File: config.mk
export PLATFORM = sky130hd
export DESIGN_NAME = keyed_watchdog
export DESIGN_NICKNAME = d
export VERILOG_FILES = /design/src/rtl/wdt_pkg.sv /design/src/rtl/wdt_pwr_decode.sv /design/src/rtl/wdt_key_check.sv /design/src/rtl/wdt_tick_counter.sv /design/src/rtl/keyed_watchdog.sv
export SDC_FILE = /design/constraint.sdc
export NUM_CORES = 1
export LEC_CHECK = 0
export ABC_AREA = 1
export BUFFER_PORTS_ARGS = -buffer_cell sky130_fd_sc_hd__buf_2
export CAP_MARGIN = 30
export CORE_MARGIN = 8
export CORE_UTILIZATION = 30
export DETAILED_ROUTE_END_ITERATION = 6
export GPL_ROUTABILITY_DRIVEN = 0
export PLACE_DENSITY_LB_ADDON = 0.15
export SYNTH_ARGS = -nofsm -noshare
export SYNTH_HDL_FRONTEND = slang
export SYNTH_HIERARCHICAL = 1
export SYNTH_SLANG_ARGS = --single-unit
File: constraint.sdc
create_clock -name clk -period 1.6 [get_ports clk]
set_input_delay 0 -clock clk [delete_from_list [all_inputs] [get_ports clk]]
set_output_delay 0 -clock clk [all_outputs]
set_load 0.03 [all_outputs]
File: src/rtl/wdt_pkg.sv
package wdt_pkg;
  typedef enum logic {
    KEY_WAIT_FIRST  = 1'b0,
    KEY_WAIT_SECOND = 1'b1
  } key_state_t;

  typedef enum logic [1:0] {
    PM_RUN  = 2'd0,
    PM_IDLE = 2'd1,
    PM_DOWN = 2'd2
  } pwr_mode_t;
endpackage

File: src/rtl/wdt_pwr_decode.sv
module wdt_pwr_decode
  import wdt_pkg::*;
(
  input  logic      mc_en,
  input  logic      idle,
  input  logic      pdown,
  output pwr_mode_t mode_o,
  output logic      count_en_o
);
  // Power-down dominates idle; idle keeps the count running.
  always_comb begin
    if (pdown)     mode_o = PM_DOWN;
    else if (idle) mode_o = PM_IDLE;
    else           mode_o = PM_RUN;
  end

  assign count_en_o = mc_en && (mode_o != PM_DOWN);
endmodule

File: src/rtl/wdt_key_check.sv
module wdt_key_check
  import wdt_pkg::*;
#(
  parameter int          KEY_W      = 8,
  parameter logic [KEY_W-1:0] FIRST_KEY  = 8'h1E,
  parameter logic [KEY_W-1:0] SECOND_KEY = 8'hE1
) (
  input  logic             clk,
  input  logic             rst,
  input  logic             wr_en,
  input  logic [KEY_W-1:0] wr_data,
  output logic             service_o
);
  key_state_t state_q, state_d;

  always_comb begin
    state_d = state_q;
    if (wr_en) begin
      // Every write either arms (first key from rest) or returns to rest.
      if (state_q == KEY_WAIT_FIRST && wr_data == FIRST_KEY)
        state_d = KEY_WAIT_SECOND;
      else
        state_d = KEY_WAIT_FIRST;
    end
  end

  always_ff @(posedge clk) begin
    if (rst) state_q <= KEY_WAIT_FIRST;
    else     state_q <= state_d;
  end

  assign service_o = wr_en && (state_q == KEY_WAIT_SECOND) && (wr_data == SECOND_KEY);
endmodule

File: src/rtl/wdt_tick_counter.sv
module wdt_tick_counter #(
  parameter int CNT_W = 14
) (
  input  logic             clk,
  input  logic             rst,
  input  logic             count_en,
  input  logic             clear,
  output logic [CNT_W-1:0] cnt_o,
  output logic             expire_o
);
  localparam logic [CNT_W-1:0] ONE  = {{(CNT_W-1){1'b0}}, 1'b1};
  localparam logic [CNT_W-1:0] LAST = {{(CNT_W-1){1'b1}}, 1'b0};

  always_ff @(posedge clk) begin
    if (rst) begin
      cnt_o    <= '0;
      expire_o <= 1'b0;
    end else begin
      expire_o <= 1'b0;
      if (clear) begin
        cnt_o <= '0;
      end else if (count_en) begin
        if (cnt_o == LAST) begin
          // This tick reaches the all-ones terminal value.
          cnt_o    <= '0;
          expire_o <= 1'b1;
        end else begin
          cnt_o <= cnt_o + ONE;
        end
      end
    end
  end
endmodule

File: src/rtl/keyed_watchdog.sv
module keyed_watchdog
  import wdt_pkg::*;
#(
  parameter int          CNT_W      = 14,
  parameter int          KEY_W      = 8,
  parameter logic [KEY_W-1:0] FIRST_KEY  = 8'h1E,
  parameter logic [KEY_W-1:0] SECOND_KEY = 8'hE1
) (
  input  logic             clk,
  input  logic             rst,
  input  logic             mc_en,
  input  logic             wr_en,
  input  logic [KEY_W-1:0] wr_data,
  input  logic             idle,
  input  logic             pdown,
  output logic             rst_req
);
  pwr_mode_t        mode;
  logic             count_en;
  logic             service;
  logic [CNT_W-1:0] count_q;
  logic             expire;

  wdt_pwr_decode u_pwr (
    .mc_en      (mc_en),
    .idle       (idle),
    .pdown      (pdown),
    .mode_o     (mode),
    .count_en_o (count_en)
  );

  wdt_key_check #(
    .KEY_W      (KEY_W),
    .FIRST_KEY  (FIRST_KEY),
    .SECOND_KEY (SECOND_KEY)
  ) u_key (
    .clk       (clk),
    .rst       (rst),
    .wr_en     (wr_en),
    .wr_data   (wr_data),
    .service_o (service)
  );

  wdt_tick_counter #(
    .CNT_W (CNT_W)
  ) u_cnt (
    .clk      (clk),
    .rst      (rst),
    .count_en (count_en),
    .clear    (service),
    .cnt_o    (count_q),
    .expire_o (expire)
  );

  assign rst_req = expire;
endmodule

## Yosys cells after proc, flatten, opt, wreduce, memory -nomap -nowiden

Index checks and enable logic that the tools add are counted.

| storage, ports and cells | value |
|---|---|
| word-level logic and storage cells | 21 |
| input port bits | 14 |
| RAM bits | 0 |
| memories | 0 |
| register bits | 16 |
| bits in latches | 0 |
| memory bits (read-only) | 0 |

| operators by class | value |
|---|---|
| shift-type cells | 0 |
| divide/modulo/power cells | 0 |
| equal/unequal tests | 4 |
| muxes and demuxes | 5 |
| reduce and logical (&&, ||, !) cells | 6 |
| add/subtract/negate cells | 1 |
| bitwise operators | 2 |
| magnitude comparators | 0 |
| multiply operators | 0 |

Operators with widths:

| cell | count |
|---|---|
| 14-bit by 1-bit adder with 14-bit output (second input constant) | 1 |
| 14-bit == test (second input constant) | 1 |
| 14-bit 2-to-1 mux | 1 |
| 8-bit by 5-bit == test with 1-bit output (second input constant) | 1 |
| 8-bit == test (second input constant) | 1 |
| 1-bit logical AND | 4 |
| 1-bit 2-to-1 mux | 3 |
| 3-bit OR reduction | 1 |
| 2-bit 2-to-1 mux | 1 |
| 2-bit != test (second input constant) | 1 |
| 1-bit NOT | 2 |
| 2-bit OR reduction | 1 |

## Depth between registers and ports, before layout

Gate-level depths: netlist (run 1).

| depth | value |
|---|---|
| depth in word-level cells | 6 |
| depth in mapped cells | 10 |
| gate-level depth less buffers | 9 |

## Hierarchy

The synthesis (run 1) kept the hierarchy.

By module, submodules not included:

| module | cells each | seq. area each (µm²) | instances | area an instance (µm²) |
|---|---|---|---|---|
| wdt_tick_counter | 109 | 300.3 | 1 | 814.5 |
| wdt_key_check | 19 | 20.0 | 1 | 110.1 |
| wdt_pwr_decode | 5 | 0.0 | 1 | 22.5 |

## Least setup slack after synthesis (run 1)

No wires, ideal clock.

| timing path | value |
|---|---|
| path kind | reg2reg |
| start point | register u_cnt.cnt_o[0] |
| end point | register u_cnt.cnt_o[5] |
| clock period less this slack | 1.185 ns |
| setup time | 0.064 ns |
| data arrival time | 1.122 ns |
| cell stages (with the launch flop) | 10 |
| required time | 1.536 ns |
| buffers on the path | 0 |
| setup slack | 0.415 ns |
| cell sequence | dfxtp_1 inv_1 ha_1 nand2_1 nor2_1 nand2_1 nor2_2 nor2_4 inv_4 nor2_1 |

| between the ends | value |
|---|---|
| cells in the longest elaborated chain, start to end | 2 |
| elaborated cells on any way between the ends | 3 |

RTL lines:

| element | line | RTL |
|---|---|---|
| start: declaration | wdt_tick_counter.sv:8 | `output logic [CNT_W-1:0] cnt_o,` |
| start signal: assignment | wdt_tick_counter.sv:28 | `cnt_o <= cnt_o + ONE;` |
| 14-bit by 1-bit adder with 14-bit output or 14-bit == test (tied branches) | wdt_tick_counter.sv:28, wdt_tick_counter.sv:23 |  |
| 14-bit 2-to-1 mux (*) | wdt_tick_counter.sv:23 | `if (cnt_o == LAST) begin` |

Every way passes the cells marked *; elsewhere a longest branch is shown, timed or not.
A chain may end at the register's enable or synchronous reset.

## Worst setup path after layout (run 1)

| timing path | value |
|---|---|
| start point | register u_cnt.cnt_o[0] |
| end point | register u_cnt.cnt_o[6] |

Same word-level chain as after synthesis.

==> results of run 1 <==
final cells by class:
type / count / area, µm²
inverter: 16 / 62.6
timing repair buffer: 16 / 92.6
sequential: 16 / 320
clock buffer: 3 / 22.5
multi-input combinational: 97 / 542
fill: 313 / 1920
tap: 33 / 41.3
through the flow:
stage	hold slack [ps]	utilization	total power [mW]	instance area [µm²]	setup slack [ps]
2_1_floorplan	152	-	0.450	932	415
3_3_place_gp	257	0.346	0.474	1040	251
3_5_place_dp	264	0.346	0.476	1040	233
4_1_cts	3.50	0.360	0.699	1080	194
5_1_grt	27.1	0.360	0.716	1080	47.4
6_report	17.0	0.360	0.682	1080	231
worst max-delay path: stages (launching register included):
cell and delay (ps):
dfxtp_1 430, inv_1 70, ha_1 200, nand2_1 60, nor2_1 40, nand2_1 80
nor2_2 60, nor2_4 180, inv_4 100, nor2_1 110
power groups by stage:
stage                     combinational (mW)  sequential, mW  clock, mW
final                                 0.0611           0.409      0.212
after global routing                  0.0686           0.410      0.238
after CTS                             0.0619           0.409      0.228
after detailed placement              0.0580           0.418          0
after global placement                0.0565           0.418          0
after floorplan                       0.0338           0.416          0
metal layers:
layer  track usage  part of all wire  vias up
met2         0.138              0.48        7
li1              -                 -      444
met1        0.0969              0.48      353
met5             0                 0        -
met4        0.0544             0.017        0
met3        0.0167             0.021        4
flip-flops by register name (all words and copies together) (netlist names):
register        count
u_key/state_q       1
u_cnt/cnt_o        14
u_cnt/expire_o      1
path summary, 6_finish.rpt:
path | startpoint | end | slack, ps | cells past startpoint
worst max register to register | u_cnt/cnt_o[0] | u_cnt/cnt_o[6] | 230 | 9
worst min-delay path | wr_data[6] | u_key/state_q | 20 | 4
worst max-delay path | u_cnt/cnt_o[0] | u_cnt/cnt_o[6] | 230 | 9
worst min register to register | u_key/state_q | u_key/state_q | 480 | 2
==> results.md, run 1 <==
* Worst-case clock buffer depth at 2
* Post-Syn Nets at 147
* Root Buffer: clkbuf_4
* Final Hold Fails at 0
* Pwr dens at 631 nW/µm²
* Worst VDD drop at 292 µV
* Total grt overflow at 0
* RSZ-0062 raised after global routing: false
* Clock network power share at 0.311
* Tmin final at 1370 ps
* GRT Total Usage at 0.0840
* Synthesis Warnings at 6
* # hold bufs at CTS at 2
* Ports at 15
* First DRT Iteration DRCs at 36
* Crit path kind: reg -> reg
* Largest net degree at the start of global routing at 10
* CTS Sinks at 16
* Setup TNS at 0 ps
* Commonest cells after routing, fill and taps aside: nand2_1 (28), nor2_1 (26), dfxtp_1 (16)
* Clock slew at reported path FFs at 100 ps
* PortBufs at 13
* # Max-Cap Violations at 0
* Site row count at 20
* Vias/cell at 4.46
* Switching share of power at 0.238
* Fmax at 731 MHz
* Comb power frac at 0.090
* Crit share post-route at 0.855
* Worst EP required at 1830 ps
* Placed cell count at 176
* Worst hold path type: in -> reg
* Hpwl dp at 1510 µm
* Post-Route WL at 1890 µm
* Drt first pass iters at 4
* Critical Path Fanout Max at 9
* Relative slew slack at 0.849
* CTS HTree Levels at 1
* Syn Inst Count at 130
* Core area at 3000 µm²
* Leak pwr at 0.474 nW
* Vias in the first global route at 803
* Switch Pwr at 0.162 mW
* Initial antenna violation count at 0
* Final-report max-slew violation count at 0
* Number of setup violations in the final report at 0
* Seq pwr share at 0.599
* Status: finished, final reports clean
* Worst clock skew at 7.32 ps
* P&R area growth vs syn at 16.0%
* Setup crit end kind: flop
* Worst-skew pair later-pin latency at 280 ps
* Commonest non-fill, non-tap cell in the layout: nand2_1
* Non-Filler Instances at 181
* Ant diodes at 0
* Die height at 71.7 µm
* Mapped Avg Cell Area at 7.17 µm²
* Chip width at 71.7 µm
* DR vias at 808
* Clock buffer count from CTS at 3
* Cts repair resizes at 0
* Post-DRT Antenna Nets at 0
* Proportion of layout cells with a drive suffix above 1 at 0.243
* P_int at 0.519 mW
* CTS tree: built
* WP data arrival at 1600 ps
* Nets at 167
* Cell Area, Synth at 932 µm²
* Starting density of the core at 0.310
* Global-route wire length before repair at 3390 µm
* CP startpoint kind: flop
* Die ar. at 5150 µm²
* Routed length per instance at 10.4 µm
* Worst-Margin Slew at 225 ps
* DRC viols at 0
* Post-CTS Setup Bufs at 0
(Power assumes the default switching activity.)
==> run 2: changes to the inputs <==
--- a/config.mk
+++ b/config.mk
@@ -5,7 +5,6 @@
 export SDC_FILE = /design/constraint.sdc
 export NUM_CORES = 1
 export LEC_CHECK = 0
-export ABC_AREA = 1
 export BUFFER_PORTS_ARGS = -buffer_cell sky130_fd_sc_hd__buf_2
 export CAP_MARGIN = 30
 export CORE_MARGIN = 8
==> run 2 against run 1 <==
  * Combinational power is 5.7% higher
  * Sequential power fell by 1%
  * Worst hold slack improved by 42 ps
  * First-iteration DRC count fell by 61%
  * Utilization is 1.7 points higher
  * Via count down 16%
  * Sequential cell count stayed put
  * Highest routed layer unchanged
  * Design area shrank 7.2%
  * Wire length shrank 16%
  * Register-to-register slack lost 140 ps
  * Synthesized cell count is 32% lower
  * Total power decreased by 0.84%
==> results.md, run 2 <==
* Worst-Margin Slew at 317 ps
* Initial antenna violation count at 0
* Post-Syn Nets at 106
* Worst EP required at 1770 ps
* First DRT Iteration DRCs at 14
* Worst-skew pair later-pin latency at 280 ps
* Proportion of layout cells with a drive suffix above 1 at 0.274
* GRT Total Usage at 0.0743
* Commonest cells after routing, fill and taps aside: nor2_1 (17), dfxtp_1 (16), buf_2 (13)
* Syn Inst Count at 89
* Biggest register: u_cnt/cnt_o
* Critical Path Fanout Max at 14
* Switch Pwr at 0.154 mW
* Nets at 132
* Root Buffer: clkbuf_4
* CTS HTree Levels at 1
* Drt first pass iters at 4
* RSZ-0062 raised after global routing: false
* Core area at 2660 µm²
* CP startpoint kind: flop
* Hpwl dp at 1240 µm
* Fill cells at 273
* Post-DRT Antenna Nets at 0
* P&R area growth vs syn at 23.0%
* Clock slew at reported path FFs at 90 ps
* Post-Route WL at 1600 µm
* CP Cell Sequence: inv_1 > ha_1 > nand4_1 > or4_4 > nand2_8 > a211oi_1
* DR vias at 676
* Worst VDD drop at 297 µV
* Worst hold path type: in -> reg
* P_int at 0.522 mW
* Die height at 68.1 µm
* Die ar. at 4640 µm²
* Ports at 15
* Setup TNS at 0 ps
* WP data arrival at 1680 ps
* Comb power frac at 0.096
* Clock buffer count from CTS at 3
* Mapped Avg Cell Area at 9.17 µm²
* Tmin final at 1510 ps
* Post-CTS Setup Bufs at 0
* PortBufs at 13
* Setup crit end kind: flop
* Site row count at 19
* Synthesis Warnings at 6
* CTS Sinks at 16
* CTS tree: built
* Hold path start: wr_data[2]
* Leak pwr at 0.364 nW
* Status: finished, final reports clean
* Crit share post-route at 0.943
* Switching share of power at 0.227
* Pwr dens at 674 nW/µm²
* Final Hold Fails at 0
* Largest stage delay on the critical path at 580 ps
* Starting density of the core at 0.306
* # Max-Cap Violations at 0
* Commonest non-fill, non-tap cell in the layout: nor2_1
* Largest net degree at the start of global routing at 15
* Largest registers: u_cnt/cnt_o (14), u_cnt/expire_o (1), u_key/state_q (1)
* Ant diodes at 0
* Final-report max-slew violation count at 0
* Relative slew slack at 0.787
* Crit path from: u_cnt/cnt_o[0]
* Chip width at 68.1 µm
* Cell Area, Synth at 816 µm²
* Clock network power share at 0.306
* PnR Total Power at 0.676 mW
* Fmax at 663 MHz
* Routed length per instance at 11.1 µm
* Number of setup violations in the final report at 0
* Crit path kind: reg -> reg
* Worst path slowest cell: or4_4
* DRC viols at 0
* Worst-case clock buffer depth at 2
* Vias in the first global route at 666
* Vias/cell at 4.69
* Total grt overflow at 0
* Largest register FFs at 14
* Seq pwr share at 0.598
* Reg2reg start: u_cnt/cnt_o[0]
* Worst clock skew at 5.56 ps
* Global-route wire length before repair at 2660 µm
## run 2: cell type report
cell class | instances | area, µm² | area share
Tap cell | 31 | 38.8 | 0.0387
Inverter | 3 | 11.3 | 0.0112
Timing Repair Buffer | 23 | 145 | 0.145
Clock buffer | 3 | 22.5 | 0.0224
Multi-Input combinational cell | 68 | 465 | 0.464
Sequential cell | 16 | 320 | 0.319
## run 2: worst max-delay path, delay by kind of cell, from the launching register on
kind / cells / cell delay [ps]
AOI/OAI and AO/OA: 1 / 60
adders and majority gates: 1 / 140
buffers and inverters: 1 / 50
DFF: 1 / 320
and+or+nand+nor: 3 / 830
## run 2: metal layers
| layer | GRT usage | vias up | wire length (µm) |
|---|---|---|---|
| li1 | - | 353 | - |
| met1 | 0.0841 | 309 | 721 |
| met2 | 0.124 | 12 | 721 |
| met3 | 0.0213 | 2 | 137 |
| met4 | 0.0384 | 0 | 17 |
| met5 | 0 | - | 0 |
## run 2: worst paths after layout
kind         slack (ps)  depth (start not counted)             end
max                  90                          6  u_cnt/cnt_o[1]
min                  60                          3  u_cnt/expire_o
max reg2reg          90                          6  u_cnt/cnt_o[1]
min reg2reg         510                          1   u_key/state_q
## run 2: power groups by stage
stage / registers [mW] / logic, mW / clock network, mW
6_report: 0.404 / 0.0646 / 0.207
2_1_floorplan: 0.416 / 0.0319 / 0
4_1_cts: 0.405 / 0.0631 / 0.220
3_5_place_dp: 0.414 / 0.0593 / 0
5_1_grt: 0.405 / 0.0717 / 0.241
3_3_place_gp: 0.414 / 0.0577 / 0
## run 2: timing repair
action,4_1_cts,5_1_grt
gates resized for setup,0,2
endpoints found under the hold margin,2,0
setup endpoints to repair,0,12
hold buffers,2,0
## run 2: per-stage QoR
| step | setup slack, ps | hold WS (ps) | cell area [µm²] | std cells | util |
|---|---|---|---|---|---|
| final | 91.6 | 59.2 | 1000 | 144 | 0.377 |
| after global routing | 24.6 | 79.9 | 1000 | 144 | 0.377 |
| after CTS | 41.7 | 71.0 | 988 | 144 | 0.371 |
| after detailed placement | 55.1 | 211 | 946 | 139 | 0.355 |
| after global placement | 79.1 | 211 | 946 | 139 | 0.355 |
| after floorplan | 84.2 | 76.8 | 816 | 89 | - |
==> run 3: changes to the inputs <==
--- a/config.mk
+++ b/config.mk
@@ -11,7 +11,7 @@
 export CORE_UTILIZATION = 30
 export DETAILED_ROUTE_END_ITERATION = 6
 export GPL_ROUTABILITY_DRIVEN = 0
-export PLACE_DENSITY_LB_ADDON = 0.15
+export PLACE_DENSITY = 0.55
 export SYNTH_ARGS = -nofsm -noshare
 export SYNTH_HDL_FRONTEND = slang
 export SYNTH_HIERARCHICAL = 1
==> run 3 against run 2 <==
  * Setup slack worse by 3.6 ps
  * Total power shrank 0.16%
  * Register-to-register slack about the same
  * Highest routed layer unchanged
==> results.md, run 3 (synthesis gave the netlist of run 2 again) <==
* Worst-skew pair later-pin latency at 280 ps
* Number of setup violations in the final report at 0
* Commonest cells after routing, fill and taps aside: nor2_1 (17), dfxtp_1 (15), buf_2 (13)
* Ports at 15
* Hpwl dp at 1210 µm
* Global-route wire length before repair at 2730 µm
* Worst clock skew at 1.10 ps
* PortBufs at 13
* Total grt overflow at 0
* Worst-case clock buffer depth at 2
* Largest registers: u_cnt/cnt_o (14), u_cnt/expire_o (1), u_key/state_q (1)
* Worst EP required at 1780 ps
* Nets at 130
* Critical Path Fanout Max at 14
* Post-CTS Setup Bufs at 0
* FF-to-FF End: u_cnt/cnt_o[1]
* CTS Sinks at 16
* Die ar. at 4640 µm²
* Leak pwr at 0.354 nW
* Fmax at 661 MHz
* P&R area growth vs syn at 20.6%
* Worst hold path type: in -> reg
* R2r worst-path depth at 6
* GRT Total Usage at 0.0777
* Tmin final at 1510 ps
* WP data arrival at 1690 ps
* Status: finished, final reports clean
* Routed length per instance at 11.2 µm
* Post-DRT Antenna Nets at 0
* Largest register FFs at 14
* Proportion of layout cells with a drive suffix above 1 at 0.261
* Vias in the first global route at 664
* Vias/cell at 4.64
* Slack of the worst reg-to-reg path at 90 ps
* Clock buffer count from CTS at 3
* Starting density of the core at 0.306
* Fill cells at 283
* Place WS at 68.2 ps
* Die height at 68.1 µm
* Chip width at 68.1 µm
* CTS tree: built
* CP startpoint kind: flop
* Largest net degree at the start of global routing at 15
* Crit path kind: reg -> reg
* Final Hold Fails at 0
* Crit share post-route at 0.945
* Reg2reg start: u_cnt/cnt_o[0]
* FF/Latch Area at 322 µm²
* Worst-Margin Slew at 342 ps
* Root Buffer: clkbuf_4
* Post-Route WL at 1590 µm
* Biggest register: u_cnt/cnt_o
* Multi-input gate area at 459 µm²
* Site row count at 19
* Pwr dens at 686 nW/µm²
* Core area at 2660 µm²
* Initial antenna violation count at 0
* Final-report max-slew violation count at 0
* # Max-Cap Violations at 0
* Hold_ws at 58.9 ps
* PnR worst setup slack at 88.0 ps
* RSZ-0062 raised after global routing: true
* CTS HTree Levels at 1
* Crit path from: u_cnt/cnt_o[0]
* Setup TNS at 0 ps
* Worst VDD drop at 435 µV
* Clock slew at reported path FFs at 90 ps
* Commonest non-fill, non-tap cell in the layout: nor2_1
* CP endpoint: u_cnt/cnt_o[1]
* DRC viols at 0
* Relative slew slack at 0.770
* Setup crit end kind: flop
* Drt first pass iters at 4
* Ant diodes at 0
* DR vias at 659
* First DRT Iteration DRCs at 9
[run 3: critical path: stages (launching register included)]
cell and delay, ps:
dfxtp_2 330, inv_1 50, ha_1 140, nand4_1 100
or4_4 580, nand2_8 150, a211oi_1 60
[run 3: per-layer routing]
metal / vias up / global-route usage / part of all wire
met5: - / 0 / 0
met4: 0 / 0.0307 / 0.015
met3: 2 / 0.0409 / 0.087
met2: 14 / 0.123 / 0.43
met1: 292 / 0.0861 / 0.47
li1: 351 / - / -
[run 3: worst min path at each step]
stage,startpoint,end,cells past startpoint
4_1_cts,wr_data[3],u_cnt/expire_o,3
2_1_floorplan,rst,u_cnt/expire_o,1
3_3_place_gp,rst,u_cnt/expire_o,2
5_1_grt,wr_data[3],u_cnt/expire_o,3
6_report,wr_data[3],u_cnt/expire_o,3
3_5_place_dp,rst,u_cnt/expire_o,2
[run 3: final cells by class]
type                       count  area share
inverter                       3      0.0115
timing repair buffer          21       0.132
multi-input combinational     68       0.467
sequential                    16       0.327
tap                           31      0.0394
clock buffer                   3      0.0229
[run 3: per-stage QoR]
stage | area (µm²) | instances | util | total power, mW
after CTS | 973 | 142 | 0.366 | 0.688
after global placement | 931 | 137 | 0.350 | 0.469
after detailed placement | 931 | 137 | 0.350 | 0.471
final | 983 | 142 | 0.369 | 0.675
after floorplan | 816 | 89 | - | 0.448
after global routing | 983 | 142 | 0.369 | 0.716
[run 3: power by group]
| part | internal, mW | switching [mW] |
|---|---|---|
| registers | 0.403 | 0.00227 |
| clock network | 0.0873 | 0.121 |
| logic | 0.0313 | 0.0306 |
[run 3: what timing repair did]
item,in CTS,in global routing
hold buffers,2,0
resized for setup,0,2
endpoints found under the hold margin,2,0
endpoints found under the setup margin,0,14
